<file path="src/rtl/trim_pkg.sv">
package trim_pkg;
  typedef enum logic [1:0] {
    ADJ_NONE   = 2'd0,
    ADJ_SKIP   = 2'd1,
    ADJ_DOUBLE = 2'd2
  } adj_e;
endpackage

</file>
<file path="src/rtl/trim_prescaler.sv">
module trim_prescaler
  import trim_pkg::*;
#(
  parameter int unsigned PRESCALE = 32768
) (
  input  logic clk_i,
  input  logic rst_ni,
  input  logic en_i,
  input  adj_e adj_i,
  output logic wrap_o,
  output logic tick_o
);
  localparam int unsigned CNT_W = $clog2(PRESCALE) + 1;

  logic [CNT_W-1:0] cnt_q, sum;
  logic [1:0]       inc;
  logic             tick_q;

  always_comb begin
    unique case (adj_i)
      ADJ_SKIP:   inc = 2'd0;
      ADJ_DOUBLE: inc = 2'd2;
      default:    inc = 2'd1;
    endcase
    sum    = cnt_q + CNT_W'(inc);
    wrap_o = en_i && (sum >= CNT_W'(PRESCALE));
  end

  always_ff @(posedge clk_i or negedge rst_ni) begin
    if (!rst_ni) begin
      cnt_q  <= '0;
      tick_q <= 1'b0;
    end else begin
      tick_q <= wrap_o;
      if (en_i) cnt_q <= wrap_o ? sum - CNT_W'(PRESCALE) : sum;
    end
  end

  assign tick_o = tick_q;
endmodule

</file>
<file path="src/rtl/trim_window.sv">
module trim_window
  import trim_pkg::*;
#(
  parameter int unsigned WINDOW_SEC = 20,
  parameter int unsigned TRIM_W     = 8
) (
  input  logic              clk_i,
  input  logic              rst_ni,
  input  logic              en_i,
  input  logic              wrap_i,
  input  logic [TRIM_W-1:0] trim_i,
  output adj_e              adj_o,
  output logic              corr_o
);
  localparam int unsigned SEC_W = (WINDOW_SEC > 2) ? $clog2(WINDOW_SEC) : 1;
  localparam int unsigned MAG_W = TRIM_W + 1;

  logic [SEC_W-1:0]  sec_q;
  logic              armed_q, slow_q, corr_q;
  logic [MAG_W-1:0]  rem_q, mag;
  logic [TRIM_W-1:0] abs_trim;
  logic              trim_slow, first_sec, cur_slow, active;

  always_comb begin
    trim_slow = !trim_i[TRIM_W-1];
    abs_trim  = trim_slow ? trim_i : (~trim_i + TRIM_W'(1));
    mag       = {abs_trim, 1'b0};
    first_sec = (sec_q == '0);
    cur_slow  = armed_q ? trim_slow : slow_q;
    active    = first_sec && (armed_q ? (mag != '0) : (rem_q != '0));
    if (!active)      adj_o = ADJ_NONE;
    else if (cur_slow) adj_o = ADJ_SKIP;
    else               adj_o = ADJ_DOUBLE;
  end

  always_ff @(posedge clk_i or negedge rst_ni) begin
    if (!rst_ni) begin
      sec_q   <= '0;
      armed_q <= 1'b1;
      slow_q  <= 1'b1;
      rem_q   <= '0;
      corr_q  <= 1'b0;
    end else begin
      corr_q <= en_i && first_sec && !armed_q && (rem_q == MAG_W'(1));
      if (en_i) begin
        if (armed_q && first_sec) begin
          // trim is latched once per window, here
          armed_q <= 1'b0;
          slow_q  <= trim_slow;
          rem_q   <= (mag == '0) ? '0 : mag - MAG_W'(1);
        end else if (rem_q != '0) begin
          rem_q <= rem_q - MAG_W'(1);
        end
      end
      if (wrap_i) begin
        if (sec_q == SEC_W'(WINDOW_SEC - 1)) begin
          sec_q   <= '0;
          armed_q <= 1'b1;
        end else begin
          sec_q <= sec_q + SEC_W'(1);
        end
      end
    end
  end

  assign corr_o = corr_q;
endmodule

</file>
<file path="src/rtl/rate_trim_unit.sv">
module rate_trim_unit
  import trim_pkg::*;
#(
  parameter int unsigned PRESCALE   = 32768,
  parameter int unsigned WINDOW_SEC = 20,
  parameter int unsigned TRIM_W     = 8
) (
  input  logic              clk_i,
  input  logic              rst_ni,
  input  logic              tick_en_i,
  input  logic [TRIM_W-1:0] trim_i,
  output logic              sec_tick_o,
  output logic              corr_o
);
  adj_e adj;
  logic wrap;

  trim_window #(
    .WINDOW_SEC(WINDOW_SEC),
    .TRIM_W    (TRIM_W)
  ) u_win (
    .clk_i (clk_i),
    .rst_ni(rst_ni),
    .en_i  (tick_en_i),
    .wrap_i(wrap),
    .trim_i(trim_i),
    .adj_o (adj),
    .corr_o(corr_o)
  );

  trim_prescaler #(
    .PRESCALE(PRESCALE)
  ) u_pre (
    .clk_i (clk_i),
    .rst_ni(rst_ni),
    .en_i  (tick_en_i),
    .adj_i (adj),
    .wrap_o(wrap),
    .tick_o(sec_tick_o)
  );
endmodule

</file>
<file path="config.mk">
export PLATFORM = sky130hd
export DESIGN_NAME = rate_trim_unit
export DESIGN_NICKNAME = d
export VERILOG_FILES = /design/src/rtl/trim_pkg.sv /design/src/rtl/trim_prescaler.sv /design/src/rtl/trim_window.sv /design/src/rtl/rate_trim_unit.sv
export SDC_FILE = /design/constraint.sdc
export NUM_CORES = 1
export LEC_CHECK = 0
export BUFFER_PORTS_ARGS = -buffer_cell sky130_fd_sc_hd__buf_2
export CAP_MARGIN = 10
export CORE_UTILIZATION = 55
export DETAILED_ROUTE_END_ITERATION = 10
export PLACE_DENSITY = 0.77
export SYNTH_ARGS = -nofsm -noshare
export SYNTH_HDL_FRONTEND = slang
export SYNTH_SLANG_ARGS = --single-unit
</file>
<file path="constraint.sdc">
create_clock -name clk_i -period 4.16 [get_ports clk_i]
set_clock_uncertainty 0.15 [all_clocks]
set_input_delay 0.208 -clock clk_i [delete_from_list [all_inputs] [get_ports clk_i]]
set_output_delay 0.208 -clock clk_i [all_outputs]
set_load 0.02 [all_outputs]
</file>
* Yosys cells after proc, flatten, opt, wreduce, memory -nomap -nowiden
Cells that the tools add are included.
Widths: inputs -> output; s select.
** Storage, ports and cells
- Flip-flop bits (word level) :: 34
- Bits of input ports :: 11
** Operators by class
- $add $sub $neg :: 6
- $lt $le $gt $ge :: 1
- Equal/unequal tests :: 4
- Muxes and demuxes :: 15
- Bitwise operators :: 1
- Reductions and logical operators :: 15
** Operator list (count)
- $mux 9 :: 3
- $sub 9x1->9 const B :: 2
- $add 16x2->16 :: 1
- $ge 16x16->1 const B :: 1
- $mux 16 :: 1
- $sub 16x16->16 const B :: 1
- $eq 9x1->1 const B :: 1
- $logic_not 9->1 :: 1
- $reduce_bool 9->1 :: 1
- $add 8x1->8 const B :: 1
- $mux 8 :: 1
- $not 8->8 :: 1
- $reduce_bool 8->1 :: 1
- $logic_and 1x1->1 :: 6
- $mux 1 :: 6
- $add 5x1->5 const B :: 1
- $eq 5x5->1 const B :: 1
- $logic_not 5->1 :: 1
- $mux 5 :: 1
- $mux 2 :: 2
- $pmux 2 s2 :: 1
- $reduce_and 2->1 :: 2
- $eq 2x1->1 const B :: 1
- $eq 2x2->1 const B :: 1
- 2 further kinds :: 3

* Logic depth before layout (Yosys ltp)
Gate-level depths: netlist (run 1).
- Word-level depth :: 13
- Depth in mapped cells :: 18
- Gate-level depth less buffers :: 16

* Cells and area by module
Synthesis (run 1) repeated with hierarchy kept, for this count alone.
** Unflattened totals
- Cell total of the unflattened synthesis :: 236
- Area total of the unflattened synthesis :: 2225.9 um^2
** Modules (own cells, without submodules)
- trim_window :: times used 1, cells an instance 167, area each 1431.4 um^2, sequential area each 427.9 um^2
- trim_prescaler :: times used 1, cells an instance 69, area each 794.5 um^2, sequential area each 425.4 um^2

* Least setup slack after synthesis (run 1)
Ideal clock, no wire load.
- Kind :: register -> register
- From :: reg u_win.rem_q[4]
- To :: reg u_win.sec_q[2]
- Library setup time :: 0.125 ns
- Data arrival time :: 3.706 ns
- Path slack :: 0.180 ns
- Cell stages (with the launch flop) :: 15
- Buffers on the path :: 0
- Clock period less this slack :: 3.980 ns
- Cell sequence :: dfrtp_1 -> or4_4 -> or4_4 -> or2_4 -> nand2_1 -> o21ai_0 -> and2_1 -> ha_1 -> a21oi_1 -> or3_1 -> o31a_1 -> o21ai_0 -> inv_1 -> nand2_1 -> mux2_2
** On the way
- Longest elaborated chain between the ends :: 9
- Elaborated cells on any way between the ends :: 10
- Classes of those cells :: add/sub (1); order compare (1); eq/ne (2); mux (3); reduce/logical (3)
** Ends and longest elaborated chain
- start, declared :: RTL line trim_window.sv:20 : logic [MAG_W-1:0] rem_q, mag;
- start signal, assigned :: RTL line trim_window.sv:50 : rem_q <= (mag == '0) ? '0 : mag - MAG_W'(1);
- start signal, assigned :: RTL line trim_window.sv:52 : rem_q <= rem_q - MAG_W'(1);
- $reduce_bool 9->1 (*) :: RTL line trim_window.sv:30 : active = first_sec && (armed_q ? (mag != '0) : (rem_q != '0));
- $mux 1 (*) :: RTL line trim_window.sv:30
- $logic_and 1x1->1 (*) :: RTL line trim_window.sv:30
- $mux 2 (*) :: RTL line trim_window.sv:31 : if (!active) adj_o = ADJ_NONE;
- $eq 2x2->1 / $eq 2x1->1 (equally long branches) :: RTL line trim_prescaler.sv:20 : unique case (adj_i)
- $pmux 2 s2 (*) :: RTL line trim_prescaler.sv:20
- $add 16x2->16 (*) :: RTL line trim_prescaler.sv:25 : sum = cnt_q + CNT_W'(inc);
- $ge 16x16->1 (*) :: RTL line trim_prescaler.sv:26 : wrap_o = en_i && (sum >= CNT_W'(PRESCALE));
- $logic_and 1x1->1 (*) :: RTL line trim_prescaler.sv:26
- via u_pre.wrap_o :: RTL line trim_prescaler.sv:10 : output logic wrap_o,
- end signal, assigned :: RTL line trim_window.sv:60 : sec_q <= sec_q + SEC_W'(1);
- end, declared :: RTL line trim_window.sv:18 : logic [SEC_W-1:0] sec_q;
The timed path passes the listed nets; every way through them passes the cells marked *.
A chain may end at the register's enable or synchronous reset.

* Worst setup path after layout (run 1)
Same ends and word-level chain as after synthesis.

==> results.md, run 1 <==
* CP Max Fanout at 6
* Tot GR Track Use at 22.0%
* Syn_area_per_cell at 8.85 sq um
* Total CTS buffers at 5
* Area Overhead vs Synth at 10.7%
* Final Core Density at 64.9%
* Final-report hold violation count at 0
* H-tree lvl count at 2
* Max cap viols at 0
* Worst Setup End Kind: flop
* RSZ-0062 raised after global routing: no
* Vias at 1,786
* Post-CTS setup buffer count at 0
* Top_reg_cell synth: dfrtp_1
* Startpoint types: flop
* P per Cell Area at 454 nW/um^2
* Critical Path AT at 4.01 ns
* CTS tree: yes
* Slew margin rel. at 51.1%
* Seq/Total Area, Yosys at 38.9%
* Metal3 WL at 184 um
* N_diodes at 0
* Row cnt at 22
* Synthesized cell area at 2190 sq um
* Global-route wire length before repair at 7200 um
* Initial antenna violation count at 0
* Clk sink count at 34
* CP Class: flop to flop
* GRT overflow at 0
* Clock slew at reported path FFs at 0.07 ns
* I/O Pins at 13
* Max Used Layer: met4
* Synth top area cells: dfrtp_1 36%, xnor2_1 6.8%, ha_1 4.6%
* Most common cell after layout, fill and taps aside: dfrtp_1
* # setup viols final at 0
* Share of the cycle needed by the critical path after routing at 95.7%
* M1 wire length at 1830 um
* Clk Latency, worst-skew pair at 0.30 ns
* Die W at 65.2 um
* DRT Wirelength at 4120 um
* Antenna viol nets, final at 0
* Chip height at 65.2 um
* Async SR Flop Fraction at 100%
* Vias in the first global route at 1,747
* Post-synth EDFFs at 0
* Syn Inst Count at 248
* Starting density of the core at 58.6%
* Worst-Margin Slew at 0.733 ns
* Pin count of the biggest net entering global routing at 35
* Power Total at 1.10 mW
* IO buf count at 12
* Worst hold slack at 0.146 ns
* Post-route DRC at 0
* Hpwl dp at 3030 um
* Peak supply drop at 0.000210 V
* Synthesis-stage register bit count at 34
* Status: finished clean
* Drt first pass iters at 4
* Setup TNS at 0 ns
* Data required time of the worst path at 4.19 ns
* Most frequent cells in the layout: 32 x dfrtp_1, 26 x nor2_1, 26 x nand2_1
* Core area at 3740 sq um
* Yosys warns at 0
* Clock buffer depth at 2
* Synthesized net count at 268
* Area after DPL at 2280 sq um
* WL per Instance at 13.4 um
* Wire length on met2 at 2030 um
* Synth top area share at 36.5%
* Area of the multi-input gates at 1230 sq um
* Die area at 4250 sq um
* Routed vias/inst at 5.80
* FF/Latch Area at 853 sq um
* Fraction of final layout cells sized beyond drive strength 1 at 15.0%
* Yosys cell types at 53
* Fillers at 326
* First DRT Iteration DRCs at 136
* Fmax at 0.251 GHz
* Slew Limit Fails at 0
* Leakage at 1.04 nW
* Gpl congestion at 0.846
* Fin area at 2430 sq um
* HP Class: primary input to flop
* Nets at 279
* Area leader, netlist: dfrtp_1
* Final min period at 3.98 ns
* CTS Root Buffer Type: clkbuf_8
kinds of logic (layout without fill, tap and decap cells):
kind of cell,count (synthesis),in the layout,synth area share (%)
simple gates,105,105,24.1
compound gates,44,44,14.0
flops,34,34,38.9
buf+inv,26,38,4.90
xor+xnor,23,23,9.18
fa+ha+maj,9,9,5.47
mux,7,7,3.42
power by group:
part / internal, mW / switching [mW]
clock: 0.240 / 0.129
sequential: 0.402 / 0.0714
combinational: 0.126 / 0.135
total: 0.768 / 0.335
cell usage after synthesis, types with 2 or more instances:
| master | instances |
|---|---|
| and3_1 | 3 |
| o21ai_0 | 12 |
| mux2_2 | 4 |
| nand3_1 | 8 |
| o211ai_1 | 3 |
| or4_4 | 2 |
| and2_1 | 2 |
| xnor2_1 | 17 |
| o41ai_1 | 2 |
| dfstp_2 | 2 |
| buf_2 | 2 |
| nand4_1 | 4 |
| xor2_1 | 6 |
| clkbuf_1 | 8 |
| nand2_1 | 26 |
| ha_1 | 8 |
| mux2i_1 | 3 |
| inv_1 | 14 |
| nand3b_1 | 2 |
| o31ai_1 | 2 |
| nor2b_1 | 4 |
| nor2_1 | 26 |
| a31oi_1 | 4 |
| nand2b_1 | 2 |
| nor4_1 | 3 |
| or3_1 | 2 |
| nor3_1 | 12 |
| or2_2 | 2 |
| dfrtp_1 | 32 |
| a21oi_1 | 8 |
worst paths after layout:
kind,startpoint,endpoint,slack (ns),cells after the start
worst min-delay path,trim_i[7],u_win.slow_q$_DFFE_PN1P_,0.15,2
max in group asynchronous,rst_ni,u_win.corr_o$_DFF_PN0_,3.03,2
worst max-delay path,u_win.rem_q[4]$_DFFE_PN0P_,u_win.sec_q[2]$_DFFE_PN0P_,0.18,14
worst max register to register,u_win.rem_q[4]$_DFFE_PN0P_,u_win.sec_q[2]$_DFFE_PN0P_,0.18,14
worst min register to register,u_pre.cnt_q[8]$_DFFE_PN0P_,u_pre.cnt_q[8]$_DFFE_PN0P_,0.33,1
min in group asynchronous,rst_ni,u_pre.cnt_q[15]$_DFFE_PN0P_,0.36,2
layer usage:
metal  track usage, %  vias up
met5                0        -
met4             8.42        0
met3             6.08        8
met2             38.8       45
met1             25.0      849
li1                 -      884
final cells by class:
cell class / instances / share of cell area [%]
Clock inverter: 3 / 2.83
Clock buffer: 5 / 2.83
Tap cell: 48 / 2.47
Sequential cell: 34 / 35.1
Multi-Input combinational cell: 188 / 50.8
Inverter: 14 / 2.16
Timing Repair Buffer: 16 / 3.81
sequential cells by signal, indices dropped and copies added, names as in the netlist:
| name | cells |
|---|---|
| u_win.corr_o | 1 |
| u_win.sec_q | 5 |
| u_pre.tick_o | 1 |
| u_pre.cnt_q | 16 |
| u_win.slow_q | 1 |
| u_win.rem_q | 9 |
| u_win.armed_q | 1 |
stage by stage:
step	std cells	setup slack (ns)
after floorplan	248	0.180
after global placement	299	0.195
after detailed placement	299	0.126
after CTS	308	0.113
after global routing	308	0.00413
final	308	0.180
critical path: stages, from the launching register on:
cell and delay [ns]:
dfrtp_1 0.43, or4_4 0.55, or4_4 0.43, or2_4 0.27, nand2_1 0.06, o21ai_0 0.06, and2_1 0.19, ha_1 0.29
a21oi_1 0.08, or3_1 0.40, o31a_1 0.24, o21ai_1 0.17, inv_1 0.12, nand2_1 0.11, mux2_2 0.33
repair_timing:
| action | CTS | global route |
|---|---|---|
| setup endpoints to repair | 0 | 1 |
| hold endpoints to repair | 32 | 0 |
| hold buffers | 1 | 0 |
| resized for setup | 0 | 1 |
Power figures use the tool's default switching activity.
==> run 2, diff against run 1 <==
--- a/config.mk
+++ b/config.mk
@@ -7,6 +7,7 @@
 export LEC_CHECK = 0
 export BUFFER_PORTS_ARGS = -buffer_cell sky130_fd_sc_hd__buf_2
 export CAP_MARGIN = 10
+export CORE_ASPECT_RATIO = 0.8
 export CORE_UTILIZATION = 55
 export DETAILED_ROUTE_END_ITERATION = 10
 export PLACE_DENSITY = 0.77
==> run 2 against run 1 <==
Global-route usage increased by 1.8 points. Wire length increased by 2.3%. Utilization decreased by 1.2 points. Critical path depth unchanged. Largest cell class unchanged. Largest power group unchanged. Highest routed layer unchanged.
==> results.md, run 2 (synthesis results as in run 1) <==
* Vias at 1,749
* Startpoint types: flop
* WL per Instance at 13.3 um
* Max Used Layer: met4
* Setup TNS at 0 ns
* CP Cell Sequence: or4_4, or4_4, or2_4, nand2_1, o21ai_0, and2_1, ha_1, a21oi_1, or3_1, o31a_1, o21ai_1, inv_1, nand2_1, mux2_2
* Worst slack at placement at 0.103 ns
* Area of the multi-input gates at 1230 sq um
* Fraction of final layout cells sized beyond drive strength 1 at 14.9%
* Critical Path AT at 4.02 ns
* # setup viols final at 0
* Drt first pass iters at 4
* Hpwl dp at 3100 um
* Peak supply drop at 0.000249 V
* Clk sink count at 34
* Die W at 72.6 um
* HP Start: tick_en_i
* CTS Root Buffer Type: clkbuf_8
* Worst hold slack at 0.147 ns
* Largest registers: u_pre.cnt_q: 16 flops, u_win.rem_q: 9 flops, u_win.sec_q: 5 flops
* Levels on crit path at 14
* FF/Latch Area at 853 sq um
* Internal power at 0.723 mW
* Seq pwr share at 45.3%
* Clock buffer depth at 2
* Starting density of the core at 57.7%
* Comb power frac at 24.8%
* Worst-Margin Slew at 0.732 ns
* P per Cell Area at 433 nW/um^2
* FF-to-FF setup slack at 0.17 ns
* Largest stage delay on the critical path at 0.55 ns
* Switching portion of total power at 31.1%
* Fmax at 0.250 GHz
* Worst flop-to-flop path startpoint: u_win.rem_q[4]$_DFFE_PN0P_
* Final setup margin at 0.166 ns
* Max cap viols at 0
* Gpl congestion at 0.948
* Hold depth at 2
* Post-route DRC at 0
* GRT overflow at 0
* RSZ-0062 raised after global routing: no
* Final-report hold violation count at 0
* Leakage at 1.03 nW
* Routed vias/inst at 5.53
* Worst path slowest cell: or4_4
* Clock slew at reported path FFs at 0.07 ns
* M1 wire length at 2190 um
* Total CTS buffers at 5
* Area Overhead vs Synth at 10.5%
* Largest register FFs at 16
* Core area at 3800 sq um
* Die area at 4250 sq um
* HP Class: primary input to flop
* Slew margin rel. at 51.2%
* Tot GR Track Use at 23.8%
* Clk Latency, worst-skew pair at 0.29 ns
* Clock power share at 29.9%
* Pin count of the biggest net entering global routing at 35
* Wire length on met2 at 1820 um
* Slew Limit Fails at 0
* Largest Register: u_pre.cnt_q
* CP Max Fanout at 6
* Fillers at 330
* Row cnt at 20
* R2R cell count at 14
* Most frequent cells in the layout: 32 x dfrtp_1, 26 x nor2_1, 26 x nand2_1
* Endpoint of the worst hold path: u_pre.cnt_q[15]$_DFFE_PN0P_
* Post-CTS setup buffer count at 0
* Chip height at 58.5 um
* Metal3 WL at 142 um
* I/O Pins at 13
* Global-route wire length before repair at 7740 um
* First DRT Iteration DRCs at 84
* Crit-path leading delay family: simple AND/OR/NAND/NOR gates
* Antenna viol nets, final at 0
* Final min period at 3.99 ns
* Nets at 280
* Area after DPL at 2300 sq um
* Data required time of the worst path at 4.18 ns
* DRT Wirelength at 4210 um
* H-tree lvl count at 2
* N_diodes at 0
* Share of the cycle needed by the critical path after routing at 96.0%
* Fin area at 2420 sq um
* CP Class: flop to flop
* IO buf count at 12
* Psw at 0.327 mW
* Worst reg2reg endpoint: u_win.sec_q[2]$_DFFE_PN0P_
* Worst Setup End Kind: flop
* CTS tree: yes
* Vias in the first global route at 1,710
* Initial antenna violation count at 0
* Most common cell after layout, fill and taps aside: dfrtp_1
* Critical path buffer and inverter count at 1
* Status: finished clean
## run 2: routing by layer
| metal | up-vias | global-route usage [%] |
|---|---|---|
| met1 | 821 | 33.4 |
| met3 | 8 | 5.14 |
| met5 | - | 0 |
| met4 | 0 | 8.40 |
| li1 | 889 | - |
| met2 | 31 | 36.4 |
## run 2: area by class of cell
cell class,count,area share (%)
clock inverter,1,1.24
timing repair buffer,17,4.13
sequential,34,35.2
tap,55,2.84
multi-input combinational,188,50.9
inverter,14,2.17
clock buffer,7,3.56
## run 2: power groups by stage
stage               clock network [mW]  registers [mW]  logic [mW]
finish                           0.314           0.475       0.261
global route                     0.338           0.485       0.303
CTS                              0.320           0.473       0.262
detailed placement                   0           0.478       0.260
global placement                     0           0.475       0.251
floorplan                            0           0.463       0.208
## run 2: how the worst max path moves through the flow
stage	from	to	slack (ns)
finish	u_win.rem_q[4]$_DFFE_PN0P_	u_win.sec_q[2]$_DFFE_PN0P_	0.17
global route	u_win.rem_q[4]$_DFFE_PN0P_	u_win.sec_q[2]$_DFFE_PN0P_	0.03
CTS	u_win.rem_q[4]$_DFFE_PN0P_	u_win.sec_q[2]$_DFFE_PN0P_	0.08
detailed placement	u_win.rem_q[4]$_DFFE_PN0P_	u_win.sec_q[2]$_DFFE_PN0P_	0.10
global placement	u_win.rem_q[4]$_DFFE_PN0P_	u_win.sec_q[2]$_DFFE_PN0P_	0.21
floorplan	u_win.rem_q[4]$_DFFE_PN0P_	u_win.sec_q[2]$_DFFE_PN0P_	0.18
## run 2: metrics by stage
step,power [mW],utilization (%),instances
after CTS,1.05,63.7,316
after global placement,0.726,60.4,307
final,1.05,63.7,316
after global routing,1.13,63.7,316
after floorplan,0.671,-,248
after detailed placement,0.738,60.4,307
## run 2: worst reg2reg max path: stages (launching register included)
cell and delay, ns:
dfrtp_1 0.43, or4_4 0.55, or4_4 0.43, or2_4 0.26, nand2_1 0.05, o21ai_0 0.06, and2_1 0.19, ha_1 0.28
a21oi_1 0.08, or3_1 0.39, o31a_1 0.25, o21ai_1 0.18, inv_1 0.13, nand2_1 0.12, mux2_2 0.33
## run 2: timing repair
action                     4_1_cts  5_1_grt
hold buffers                     1        0
hold endpoints to repair        32        0
setup endpoints to repair        0        1
gates resized for setup          0        1
==> run 3, diff against run 2 <==
--- a/config.mk
+++ b/config.mk
@@ -5,7 +5,7 @@
 export SDC_FILE = /design/constraint.sdc
 export NUM_CORES = 1
 export LEC_CHECK = 0
-export BUFFER_PORTS_ARGS = -buffer_cell sky130_fd_sc_hd__buf_2
+export BUFFER_PORTS_ARGS = -buffer_cell sky130_fd_sc_hd__buf_4
 export CAP_MARGIN = 10
 export CORE_ASPECT_RATIO = 0.8
 export CORE_UTILIZATION = 55
==> run 3 against run 2 <==
Die area did not move. Count of clock-buffer cells in the layout is 1 lower. Flip-flop and latch count is the same. Largest cell class unchanged. Register-to-register slack about the same. Critical endpoint unchanged. Hold slack lost 0.086 ns. Critical path depth did not move.
==> results.md, run 3 (synthesis results as in run 1) <==
* Status: finished clean
* Post-route DRC at 0
* Die W at 72.6 um
* Final Core Density at 63.8%
* Fraction of final layout cells sized beyond drive strength 1 at 15.8%
* Initial antenna violation count at 0
* N_diodes at 0
* Fillers at 330
* # setup viols final at 0
* Worst Setup End Kind: flop
* Leakage at 1.02 nW
* Max cap viols at 0
* P per Cell Area at 410 nW/um^2
* RSZ-0062 raised after global routing: yes
* HP Class: primary input to flop
* Tot GR Track Use at 23.3%
* Pin count of the biggest net entering global routing at 35
* Area Overhead vs Synth at 10.6%
* Final min period at 3.99 ns
* I/O Pins at 13
* Setup TNS at 0 ns
* Worst slack at placement at 0.145 ns
* Max Used Layer: met4
* Chip height at 58.5 um
* CTS Root Buffer Type: clkbuf_8
* H-tree lvl count at 2
* Post-CTS setup buffer count at 0
* Starting density of the core at 57.7%
* Die area at 4250 sq um
* Final-report hold violation count at 0
* Metal3 WL at 170 um
* Final setup margin at 0.167 ns
* Largest register FFs at 16
* Largest registers: u_pre.cnt_q: 16 flops, u_win.rem_q: 9 flops, u_win.sec_q: 5 flops
* Row cnt at 20
* Nets at 279
* CTS tree: yes
* Most common cell after layout, fill and taps aside: dfrtp_1
* Startpoint types: flop
* Hpwl dp at 3010 um
* Clock buffer depth at 2
* First DRT Iteration DRCs at 106
* Largest Register: u_pre.cnt_q
* CP Max Fanout at 6
* GRT overflow at 0
* Most frequent cells in the layout: 31 x dfrtp_1, 26 x nor2_1, 26 x nand2_1
* WL per Instance at 13.6 um
* Fin area at 2430 sq um
* Core area at 3800 sq um
* Worst hold slack at 0.0612 ns
* Antenna viol nets, final at 0
* Vias at 1,784
* Fmax at 0.250 GHz
* M1 wire length at 2140 um
* Worst-Margin Slew at 0.624 ns
* Slew margin rel. at 58.4%
* Clock slew at reported path FFs at 0.07 ns
* Critical Path AT at 4.02 ns
* Drt first pass iters at 4
* Peak supply drop at 0.000237 V
* Gpl congestion at 0.892
* Global-route wire length before repair at 7610 um
* Area after DPL at 2320 sq um
* Clk Latency, worst-skew pair at 0.29 ns
* Routed vias/inst at 5.66
* IO buf count at 12
* Clk sink count at 34
* Wire length on met2 at 1900 um
* DRT Wirelength at 4280 um
* Slew Limit Fails at 0
* Vias in the first global route at 1,658
* Total CTS buffers at 5
* Data required time of the worst path at 4.18 ns
* Share of the cycle needed by the critical path after routing at 96.0%
* CP Class: flop to flop
run 3: cell count changes in the layout (fill, tap and decap cells not counted), sizes merged:
cell,delta
bufinv,-1
buf,-1
clkinvlp,+1
clkbuf,-1
clkinv,+1
run 3: routing by layer:
layer,global-route usage [%],vias to the layer above
li1,-,888
met1,32.3,843
met2,36.3,44
met3,4.62,9
met4,8.68,0
met5,0,-
run 3: per-stage QoR:
step | total power, mW | std cells
2_1_floorplan | 0.671 | 248
3_3_place_gp | 0.729 | 306
3_5_place_dp | 0.737 | 306
4_1_cts | 0.997 | 315
5_1_grt | 1.06 | 315
6_report | 0.996 | 315
run 3: worst paths after layout:
path / slack, ns / cells after the start / end / startpoint
worst max register to register: 0.17 / 14 / u_win.sec_q[2]$_DFFE_PN0P_ / u_win.rem_q[4]$_DFFE_PN0P_
worst min-delay path: 0.06 / 2 / u_pre.cnt_q[15]$_DFFE_PN0P_ / tick_en_i
min in group asynchronous: 0.26 / 2 / u_pre.tick_o$_DFF_PN0_ / rst_ni
max in group asynchronous: 3.26 / 2 / u_win.slow_q$_DFFE_PN1P_ / rst_ni
worst max-delay path: 0.17 / 14 / u_win.sec_q[2]$_DFFE_PN0P_ / u_win.rem_q[4]$_DFFE_PN0P_
worst min register to register: 0.32 / 1 / u_pre.cnt_q[14]$_DFFE_PN0P_ / u_pre.cnt_q[14]$_DFFE_PN0P_
run 3: area by class of cell:
type                       count  area [sq um]  share of cell area (%)
tap                           55          68.8                    2.84
multi-input combinational    188          1230                    50.8
inverter                      14          52.6                    2.16
sequential                    34           855                    35.2
timing repair buffer          16           123                    5.05
clock inverter                 2          12.5                   0.515
clock buffer                   6          82.6                    3.40
run 3: worst max-delay path, stage by stage (launching register included):
cell	delay (ns)
dfrtp_2	0.44
or4_4	0.54
or4_4	0.43
or2_4	0.27
nand2_1	0.05
o21ai_0	0.07
and2_1	0.19
ha_1	0.28
a21oi_1	0.08
or3_1	0.39
o31a_1	0.26
o21ai_1	0.21
inv_2	0.09
nand2_1	0.10
mux2_2	0.33
run 3: power by group:
part	switching [mW]	internal [mW]
Combinational	0.136	0.129
Clock	0.123	0.133
Sequential	0.0714	0.403
run 3: repair_timing:
action,in CTS,in global routing
gates resized for setup,0,3
endpoints found under the setup margin,0,2
hold buffers,1,0
hold endpoints to repair,32,0
